$ cat src/rtl/fa_pkg.sv
// Package fa_pkg
// Shared register selector type, map offsets and status bit positions for the
// factorial accelerator. Assumes a byte-addressed map of 32-bit words.
package fa_pkg;

    typedef enum logic [2:0] {
        SEL_NONE    = 3'd0,
        SEL_ID      = 3'd1,
        SEL_SCRATCH = 3'd2,
        SEL_OPERAND = 3'd3,
        SEL_STATUS  = 3'd4
    } reg_sel_e;

    localparam int OFS_ID      = 'h00;
    localparam int OFS_SCRATCH = 'h04;
    localparam int OFS_OPERAND = 'h08;
    localparam int OFS_STATUS  = 'h20;

    localparam int BUSY_BIT    = 0;
    localparam int IRQEN_BIT   = 7;

    localparam int WORD_BYTES  = 4;
    localparam int SHORT_LIMIT = 'h80;

endpackage

$ cat src/rtl/fa_decode.sv
// Module fa_decode
// Turns a byte address and an access size into one register selector.
// Only full-word accesses at the four mapped offsets select a register.
// Anything else selects SEL_NONE: reads of it answer all ones and writes to
// it are dropped. Purely combinational.
module fa_decode
    import fa_pkg::*;
#(
    parameter int ADDR_W = 8,
    parameter int SIZE_W = 4
) (
    input  logic [ADDR_W-1:0] addr,
    input  logic [SIZE_W-1:0] size,
    output reg_sel_e          sel
);

    localparam logic [ADDR_W-1:0] A_ID      = ADDR_W'(OFS_ID);
    localparam logic [ADDR_W-1:0] A_SCRATCH = ADDR_W'(OFS_SCRATCH);
    localparam logic [ADDR_W-1:0] A_OPERAND = ADDR_W'(OFS_OPERAND);
    localparam logic [ADDR_W-1:0] A_STATUS  = ADDR_W'(OFS_STATUS);
    localparam logic [SIZE_W-1:0] S_WORD    = SIZE_W'(WORD_BYTES);

    logic size_ok;

    // Only full-word accesses may reach a mapped register.
    always_comb begin
        size_ok = (size == S_WORD);
    end

    // Select the register addressed by a well-sized access.
    always_comb begin
        sel = SEL_NONE;
        if (size_ok) begin
            case (addr)
                A_ID:      sel = SEL_ID;
                A_SCRATCH: sel = SEL_SCRATCH;
                A_OPERAND: sel = SEL_OPERAND;
                A_STATUS:  sel = SEL_STATUS;
                default:   sel = SEL_NONE;
            endcase
        end
    end

endmodule

$ cat src/rtl/fa_engine.sv
// Module fa_engine
// Iterative factorial unit. A start pulse loads the operand as a down-counter
// and sets the accumulator to one. Each busy cycle then multiplies the
// accumulator by the counter and decrements the counter. When the counter
// reaches zero, finish is high for one cycle with the product valid, and busy
// drops at the following edge. The product wraps modulo 2^W. Assumes start is
// only honoured while idle.
module fa_engine #(
    parameter int W = 32
) (
    input  logic         clk,
    input  logic         rst_n,
    input  logic         start,
    input  logic [W-1:0] operand,
    output logic         busy,
    output logic         finish,
    output logic [W-1:0] product
);

    localparam logic [W-1:0] ONE = W'(1);

    logic [W-1:0] acc_q;
    logic [W-1:0] cnt_q;
    logic         busy_q;

    // Run the load / multiply / retire sequence.
    always_ff @(posedge clk) begin
        if (!rst_n) begin
            busy_q <= 1'b0;
            acc_q  <= '0;
            cnt_q  <= '0;
        end else if (start && !busy_q) begin
            busy_q <= 1'b1;
            acc_q  <= ONE;
            cnt_q  <= operand;
        end else if (busy_q) begin
            if (cnt_q == '0) begin
                busy_q <= 1'b0;
            end else begin
                acc_q <= acc_q * cnt_q;
                cnt_q <= cnt_q - ONE;
            end
        end
    end

    // Expose state to the register bank.
    always_comb begin
        busy    = busy_q;
        finish  = busy_q && (cnt_q == '0);
        product = acc_q;
    end


    count_step_chk: assert property (@(posedge clk) disable iff (!rst_n)
        (busy_q && cnt_q != '0) |=> (busy_q && cnt_q == $past(cnt_q) - ONE));


    load_one_chk: assert property (@(posedge clk) disable iff (!rst_n)
        (start && !busy_q) |=> (busy_q && acc_q == ONE));


    retire_chk: assert property (@(posedge clk) disable iff (!rst_n)
        (busy_q && cnt_q == '0) |=> !busy_q);

endmodule

$ cat src/rtl/fa_regbank.sv
// Module fa_regbank
// Holds the scratch, operand and enable registers. Acts on decoded writes,
// answers reads one cycle later, and issues the completion event. Assumes the
// selector comes from fa_decode and that rd_en and wr_en are never both high.
module fa_regbank
    import fa_pkg::*;
#(
    parameter int           W        = 32,
    parameter logic [W-1:0] ID_VALUE = 32'h010000ED
) (
    input  logic         clk,
    input  logic         rst_n,
    input  logic         wr_en,
    input  logic         rd_en,
    input  reg_sel_e     sel,
    input  logic [W-1:0] wdata,
    input  logic         eng_busy,
    input  logic         eng_finish,
    input  logic [W-1:0] eng_product,
    output logic         eng_start,
    output logic         rsp_valid,
    output logic [W-1:0] rsp_rdata,
    output logic         irq_evt
);

    logic [W-1:0] scratch_q;
    logic [W-1:0] operand_q;
    logic         irq_en_q;
    logic         irq_evt_q;
    logic         rsp_valid_q;
    logic [W-1:0] rsp_rdata_q;
    logic [W-1:0] status_word;
    logic [W-1:0] rd_word;

    // Accept an operand write only while the engine is idle.
    always_comb begin
        eng_start = wr_en && (sel == SEL_OPERAND) && !eng_busy;
    end

    // Scratch register keeps the inverse of the written word.
    always_ff @(posedge clk) begin
        if (!rst_n) begin
            scratch_q <= '0;
        end else if (wr_en && sel == SEL_SCRATCH) begin
            scratch_q <= ~wdata;
        end
    end

    // Operand register: loaded by software, overwritten by the result.
    always_ff @(posedge clk) begin
        if (!rst_n) begin
            operand_q <= '0;
        end else if (eng_start) begin
            operand_q <= wdata;
        end else if (eng_finish) begin
            operand_q <= eng_product;
        end
    end

    // Completion-event enable bit of the status register.
    always_ff @(posedge clk) begin
        if (!rst_n) begin
            irq_en_q <= 1'b0;
        end else if (wr_en && sel == SEL_STATUS) begin
            irq_en_q <= wdata[IRQEN_BIT];
        end
    end

    // One-cycle completion event when enabled.
    always_ff @(posedge clk) begin
        if (!rst_n) begin
            irq_evt_q <= 1'b0;
        end else begin
            irq_evt_q <= eng_finish && irq_en_q;
        end
    end

    // Assemble the status word from live state.
    always_comb begin
        status_word            = '0;
        status_word[BUSY_BIT]  = eng_busy;
        status_word[IRQEN_BIT] = irq_en_q;
    end

    // Read multiplexer; unselected reads answer all ones.
    always_comb begin
        case (sel)
            SEL_ID:      rd_word = ID_VALUE;
            SEL_SCRATCH: rd_word = scratch_q;
            SEL_OPERAND: rd_word = operand_q;
            SEL_STATUS:  rd_word = status_word;
            default:     rd_word = '1;
        endcase
    end

    // Register the read response one cycle after the request.
    always_ff @(posedge clk) begin
        if (!rst_n) begin
            rsp_valid_q <= 1'b0;
            rsp_rdata_q <= '0;
        end else begin
            rsp_valid_q <= rd_en;
            if (rd_en) begin
                rsp_rdata_q <= rd_word;
            end
        end
    end

    // Drive outputs from registered state.
    always_comb begin
        rsp_valid = rsp_valid_q;
        rsp_rdata = rsp_rdata_q;
        irq_evt   = irq_evt_q;
    end


    scratch_inv_chk: assert property (@(posedge clk) disable iff (!rst_n)
        (wr_en && sel == SEL_SCRATCH) |=> (scratch_q == ~$past(wdata)));


    refuse_busy_chk: assert property (@(posedge clk) disable iff (!rst_n)
        (wr_en && sel == SEL_OPERAND && eng_busy && !eng_finish) |=> $stable(operand_q));


    irq_width_chk: assert property (@(posedge clk) disable iff (!rst_n)
        irq_evt_q |=> !irq_evt_q);


    irq_idle_chk: assert property (@(posedge clk) disable iff (!rst_n)
        irq_evt_q |-> !eng_busy);


    rsp_after_rd_chk: assert property (@(posedge clk) disable iff (!rst_n)
        rd_en |=> rsp_valid_q);


    rsp_quiet_chk: assert property (@(posedge clk) disable iff (!rst_n)
        !rd_en |=> !rsp_valid_q);


    reset_clear_chk: assert property (@(posedge clk)
        !rst_n |=> (operand_q == '0 && scratch_q == '0 && !irq_en_q));

endmodule

$ cat src/rtl/fa_accel.sv
// Module fa_accel
// Top of the register-mapped factorial accelerator. It splits the request
// port into read and write strobes, decodes the address and size, and wires
// the register bank to the iterative engine. Assumes one request per cycle at
// most and no back-pressure on the response.
module fa_accel #(
    parameter int                DATA_W   = 32,
    parameter int                ADDR_W   = 8,
    parameter int                SIZE_W   = 4,
    parameter logic [DATA_W-1:0] ID_VALUE = 32'h010000ED
) (
    input  logic              clk,
    input  logic              rst_n,
    input  logic              req_valid,
    input  logic              req_write,
    input  logic [ADDR_W-1:0] req_addr,
    input  logic [SIZE_W-1:0] req_size,
    input  logic [DATA_W-1:0] req_wdata,
    output logic              rsp_valid,
    output logic [DATA_W-1:0] rsp_rdata,
    output logic              done_irq
);

    import fa_pkg::*;

    reg_sel_e          sel;
    logic              wr_en;
    logic              rd_en;
    logic              eng_start;
    logic              eng_busy;
    logic              eng_finish;
    logic [DATA_W-1:0] eng_product;

    // Split the request into write and read strobes.
    always_comb begin
        wr_en = req_valid && req_write;
        rd_en = req_valid && !req_write;
    end

    fa_decode #(
        .ADDR_W (ADDR_W),
        .SIZE_W (SIZE_W)
    ) u_decode (
        .addr (req_addr),
        .size (req_size),
        .sel  (sel)
    );

    fa_regbank #(
        .W        (DATA_W),
        .ID_VALUE (ID_VALUE)
    ) u_regbank (
        .clk         (clk),
        .rst_n       (rst_n),
        .wr_en       (wr_en),
        .rd_en       (rd_en),
        .sel         (sel),
        .wdata       (req_wdata),
        .eng_busy    (eng_busy),
        .eng_finish  (eng_finish),
        .eng_product (eng_product),
        .eng_start   (eng_start),
        .rsp_valid   (rsp_valid),
        .rsp_rdata   (rsp_rdata),
        .irq_evt     (done_irq)
    );

    fa_engine #(
        .W (DATA_W)
    ) u_engine (
        .clk     (clk),
        .rst_n   (rst_n),
        .start   (eng_start),
        .operand (req_wdata),
        .busy    (eng_busy),
        .finish  (eng_finish),
        .product (eng_product)
    );


    irq_on_fall_chk: assert property (@(posedge clk) disable iff (!rst_n)
        done_irq |-> $fell(eng_busy));

endmodule

$ cat config.mk
export PLATFORM = sky130hd
export DESIGN_NAME = fa_accel
export DESIGN_NICKNAME = d
export VERILOG_FILES = /design/src/rtl/fa_pkg.sv /design/src/rtl/fa_decode.sv /design/src/rtl/fa_engine.sv /design/src/rtl/fa_regbank.sv /design/src/rtl/fa_accel.sv
export SDC_FILE = /design/constraint.sdc
export NUM_CORES = 2
export LEC_CHECK = 0
export ABC_AREA = 0
export BUFFER_PORTS_ARGS = -buffer_cell sky130_fd_sc_hd__buf_4
export CAP_MARGIN = 20
export CORE_ASPECT_RATIO = 1.75
export CORE_UTILIZATION = 45
export CTS_CLUSTER_DIAMETER = 60
export CTS_CLUSTER_SIZE = 10
export DETAILED_ROUTE_END_ITERATION = 8
export MAX_ROUTING_LAYER = met4
export SLEW_MARGIN = 20
export SYNTH_ARGS = -nofsm -noshare
export SYNTH_HDL_FRONTEND = slang
export SYNTH_SLANG_ARGS = --single-unit
export TNS_END_PERCENT = 100
$ cat constraint.sdc
create_clock -name clk -period 7.6 [get_ports clk]
set_input_delay 0.76 -clock clk [delete_from_list [all_inputs] [get_ports clk]]
set_output_delay 0.76 -clock clk [all_outputs]
set_load 0.05 [all_outputs]
==> flow_summary.yaml <==
synthesis:
  syn_inst: 2644
  syn-cell-area_um2: 22800
  synth_async_sr_flop_share_pct: 0
  synth_edf_count: 0
  synthDistinctLibCells: 59
  synth-seq-cells: 164
  ys_seq_area_share_pct: 14.4
  synth_fp_nets: 3224
  ys_warn_count: 0
  syn_area_per_cell_um2: 8.64
  synth_flop_cell: "dfxtp_1"
timing:
  drv_slew: 0
  rsz0062_at_grt: "false"
  max_freq_mhz: 138
  fin_setup_tns_ns: 0
  setup_viol_count_final: 0
  max_slew_margin_pct: 24.4
  hold_viol_final: 0
  holdWs_ns: 0.494
  worstMarginPinSlew_ns: 1.13
  fin_worst_skew_ns: 0.0227
  fin_crit_sh_pct: 95.3
  period_needed_ns: 7.24
clocking:
  root_buffer: "clkbuf_16"
  clock-sinks: 164
  cts_tree: "built"
  cts_buffers: 17
  cts.clk_slew.worst_paths_ns: 0.08
  clk_latency_ns: 0.47
  cts_buffer_depth: 2
  htree_levels: 4
  ctsHoldBuffers: 0
worst_setup_path:
  r2r_cells: 22
  slowest_stage: "fa_1"
  r2r_end: "u_engine.product[31]"
  cp-start-kind: "register"
  cp.buffers_inverters: 5
  cp_data_arrival_time_ns: 7.63
  crit_fanout: 13
  endpoint_kind: "register"
  rr_startpoint: "u_engine.cnt_q[12]"
  path_delay_family: "adder cells"
  cpMostUsedCell: "fa_1"
  slowest_delay_ns: 0.61
  crit_required_ns: 7.98
  rrSetupSlack_ns: 0.36
  startpoint: "u_engine.cnt_q[12]"
  cp_cell_sequence: "buf_4 > buf_4 > nand2_1 > fa_1 > inv_1 > fa_1 > fa_1 > inv_1 > fa_1 > fa_1 > fa_1 > fa_1 > inv_1 > fa_1 > xnor2_1 > xnor2_1 > xnor2_1 > xnor2_1 > xnor2_1 > xnor3_1 > xnor2_1 > a211oi_1"
  crit_type: "register to register"
die:
  io_pins: 82
  core_um2: 49900
  initial_core_util_pct: 45.8
  num_rows: 108
  die_w_um: 172
  dieHeight_um: 300
  die_area_um2: 51700
final_layout:
  layout_commonest_cell: "nand2_1"
  multi_input_area_um2: 17400
  final_cell_area_um2: 24900
  fin_nets: 3234
  layout_common_cells: "427 x nand2_1, 408 x fa_1, 398 x inv_1"
  seq_area_um2: 3300
  drive_gt1_share_pct: 8.77
  area_delta_synth_final_pct: 9.01
  fill_cells: 4762
global_route:
  grt_use_total_pct: 31.7
  grt_max_degree: 96
  grt.overflow.total: 0
  antenna_found_initial: 2
  grt_pass1_vias: 19939
  grt_pass1_wl_um: 117000
min_path:
  hold_end: "u_regbank.rsp_rdata[7]"
  min_from: "u_regbank.irq_en_q"
  hold_path_class: "register to register"
  holdPathStages: 2
run:
  cap_viol_max_count: 0
routing:
  wire_per_inst_um: 22.3
  drc_errors: 0
  vias: 18150
  antenna_left: 0
  first_pass_iters: 7
  wl_um: 74100
  drtIter0Drc: 1114
  via_per_inst: 5.45
place:
  gp_congestion: 0.953
  io_buffer_count: 81
  placed_area_um2: 24300
  dp_hpwl_um: 60500
run_status:
  status: "completed"
power_and_ir_drop:
  power_mw: 1.92
  p_per_area_nw_per_um2: 77.1
  power.leakage_nw: 11.7
  peakVddDrop_mv: 0.166
worst reg2reg max path, stage by stage, from the launching register on:
cell and delay, ns:
dfxtp_1 0.54, buf_4 0.27, buf_4 0.20, nand2_1 0.09
fa_1 0.57, inv_1 0.07, fa_1 0.54, fa_1 0.57
inv_1 0.09, fa_1 0.54, fa_1 0.61, fa_1 0.45
fa_1 0.51, inv_1 0.05, fa_1 0.37, xnor2_1 0.19
xnor2_1 0.15, xnor2_1 0.17, xnor2_1 0.11, xnor2_1 0.28
xnor3_1 0.45, xnor2_1 0.15, a211oi_1 0.21
logic make-up (layout without fill, tap and decap cells):
group / after synthesis / after routing / share of synthesized area (%)
mux: 36 / 36 / 1.58
buf+inv: 578 / 601 / 9.74
simple gates: 920 / 920 / 19.5
xor+xnor: 83 / 83 / 3.24
compound gates: 331 / 331 / 9.02
fa+ha+maj: 532 / 532 / 42.6
other cells: 0 / 2 / 0
flops: 164 / 164 / 14.4
worst max-delay path by stage:
stage | end | depth (start not counted)
2_1_floorplan | u_engine.product[31] | 25
3_3_place_gp | u_engine.product[31] | 21
3_5_place_dp | u_engine.product[31] | 21
4_1_cts | u_engine.product[31] | 23
5_1_grt | u_engine.product[31] | 22
6_report | u_engine.product[31] | 22
flip-flops by register name, indices dropped and copies added (netlist names):
signal,count
u_engine.cnt_q,32
u_engine.product,32
u_regbank.operand_q,32
u_regbank.rsp_rdata,32
u_regbank.scratch_q,32
u_engine.busy,1
u_regbank.irq_en_q,1
u_regbank.irq_evt,1
u_regbank.rsp_valid,1
final cells by class:
cell class / instances / share of cell area, %
Antenna cell: 2 / 0.0201
Clock buffer: 18 / 1.76
Clock inverter: 14 / 0.643
Inverter: 399 / 6.02
Multi-Input combinational cell: 1902 / 69.8
Sequential cell: 164 / 13.3
Tap cell: 660 / 3.32
Timing Repair Buffer: 170 / 5.18
power by group:
part | switching (mW) | total (mW) | internal, mW
Combinational | 0.0895 | 0.128 | 0.0389
Sequential | 0.00580 | 0.876 | 0.870
Clock | 0.464 | 0.914 | 0.451
through the flow:
| step | utilization (%) | cells | setup slack, ns |
|---|---|---|---|
| CTS | 49.9 | 3327 | 0.205 |
| finish | 49.9 | 3329 | 0.358 |
| detailed placement | 48.7 | 3295 | 0.245 |
| floorplan | - | 2644 | 0.694 |
| global route | 49.9 | 3329 | 0.0201 |
| global placement | 48.7 | 3295 | 0.321 |
synth_stat cells, types with 5 or more instances:
cell type,n,area share [%]
o211ai_1,7,0.23
clkbuf_1,153,2.5
ha_1,124,6.8
a31oi_1,11,0.30
buf_6,5,0.25
mux2i_1,36,1.6
nor3_1,21,0.46
buf_2,14,0.31
or3_1,15,0.41
o21ai_0,62,1.4
o311ai_0,6,0.23
o21a_1,5,0.16
nand3_1,14,0.31
buf_1,7,0.12
a21oi_1,125,2.7
o21bai_1,5,0.16
xor2_1,21,0.81
a211oi_1,70,2.3
nor4_1,10,0.27
nand2_1,427,7.0
and2_1,295,8.1
or4_1,5,0.16
and3_1,5,0.14
dfxtp_1,164,14
inv_1,398,6.5
fa_1,408,36
xnor2_1,61,2.3
nor2_1,105,1.7
a21o_1,14,0.46
routing by layer:
layer	track usage [%]	part of all wire, %
met1	32.9	35
met2	56.0	53
met3	3.41	4.1
met4	20.7	7.4
met5	-	0
timing repair:
| item | in CTS | in global routing |
|---|---|---|
| resized for setup | 0 | 12 |
| setup endpoints to repair | 0 | 5 |
| setup buffers | 0 | 0 |
(Power assumes the default switching activity.)
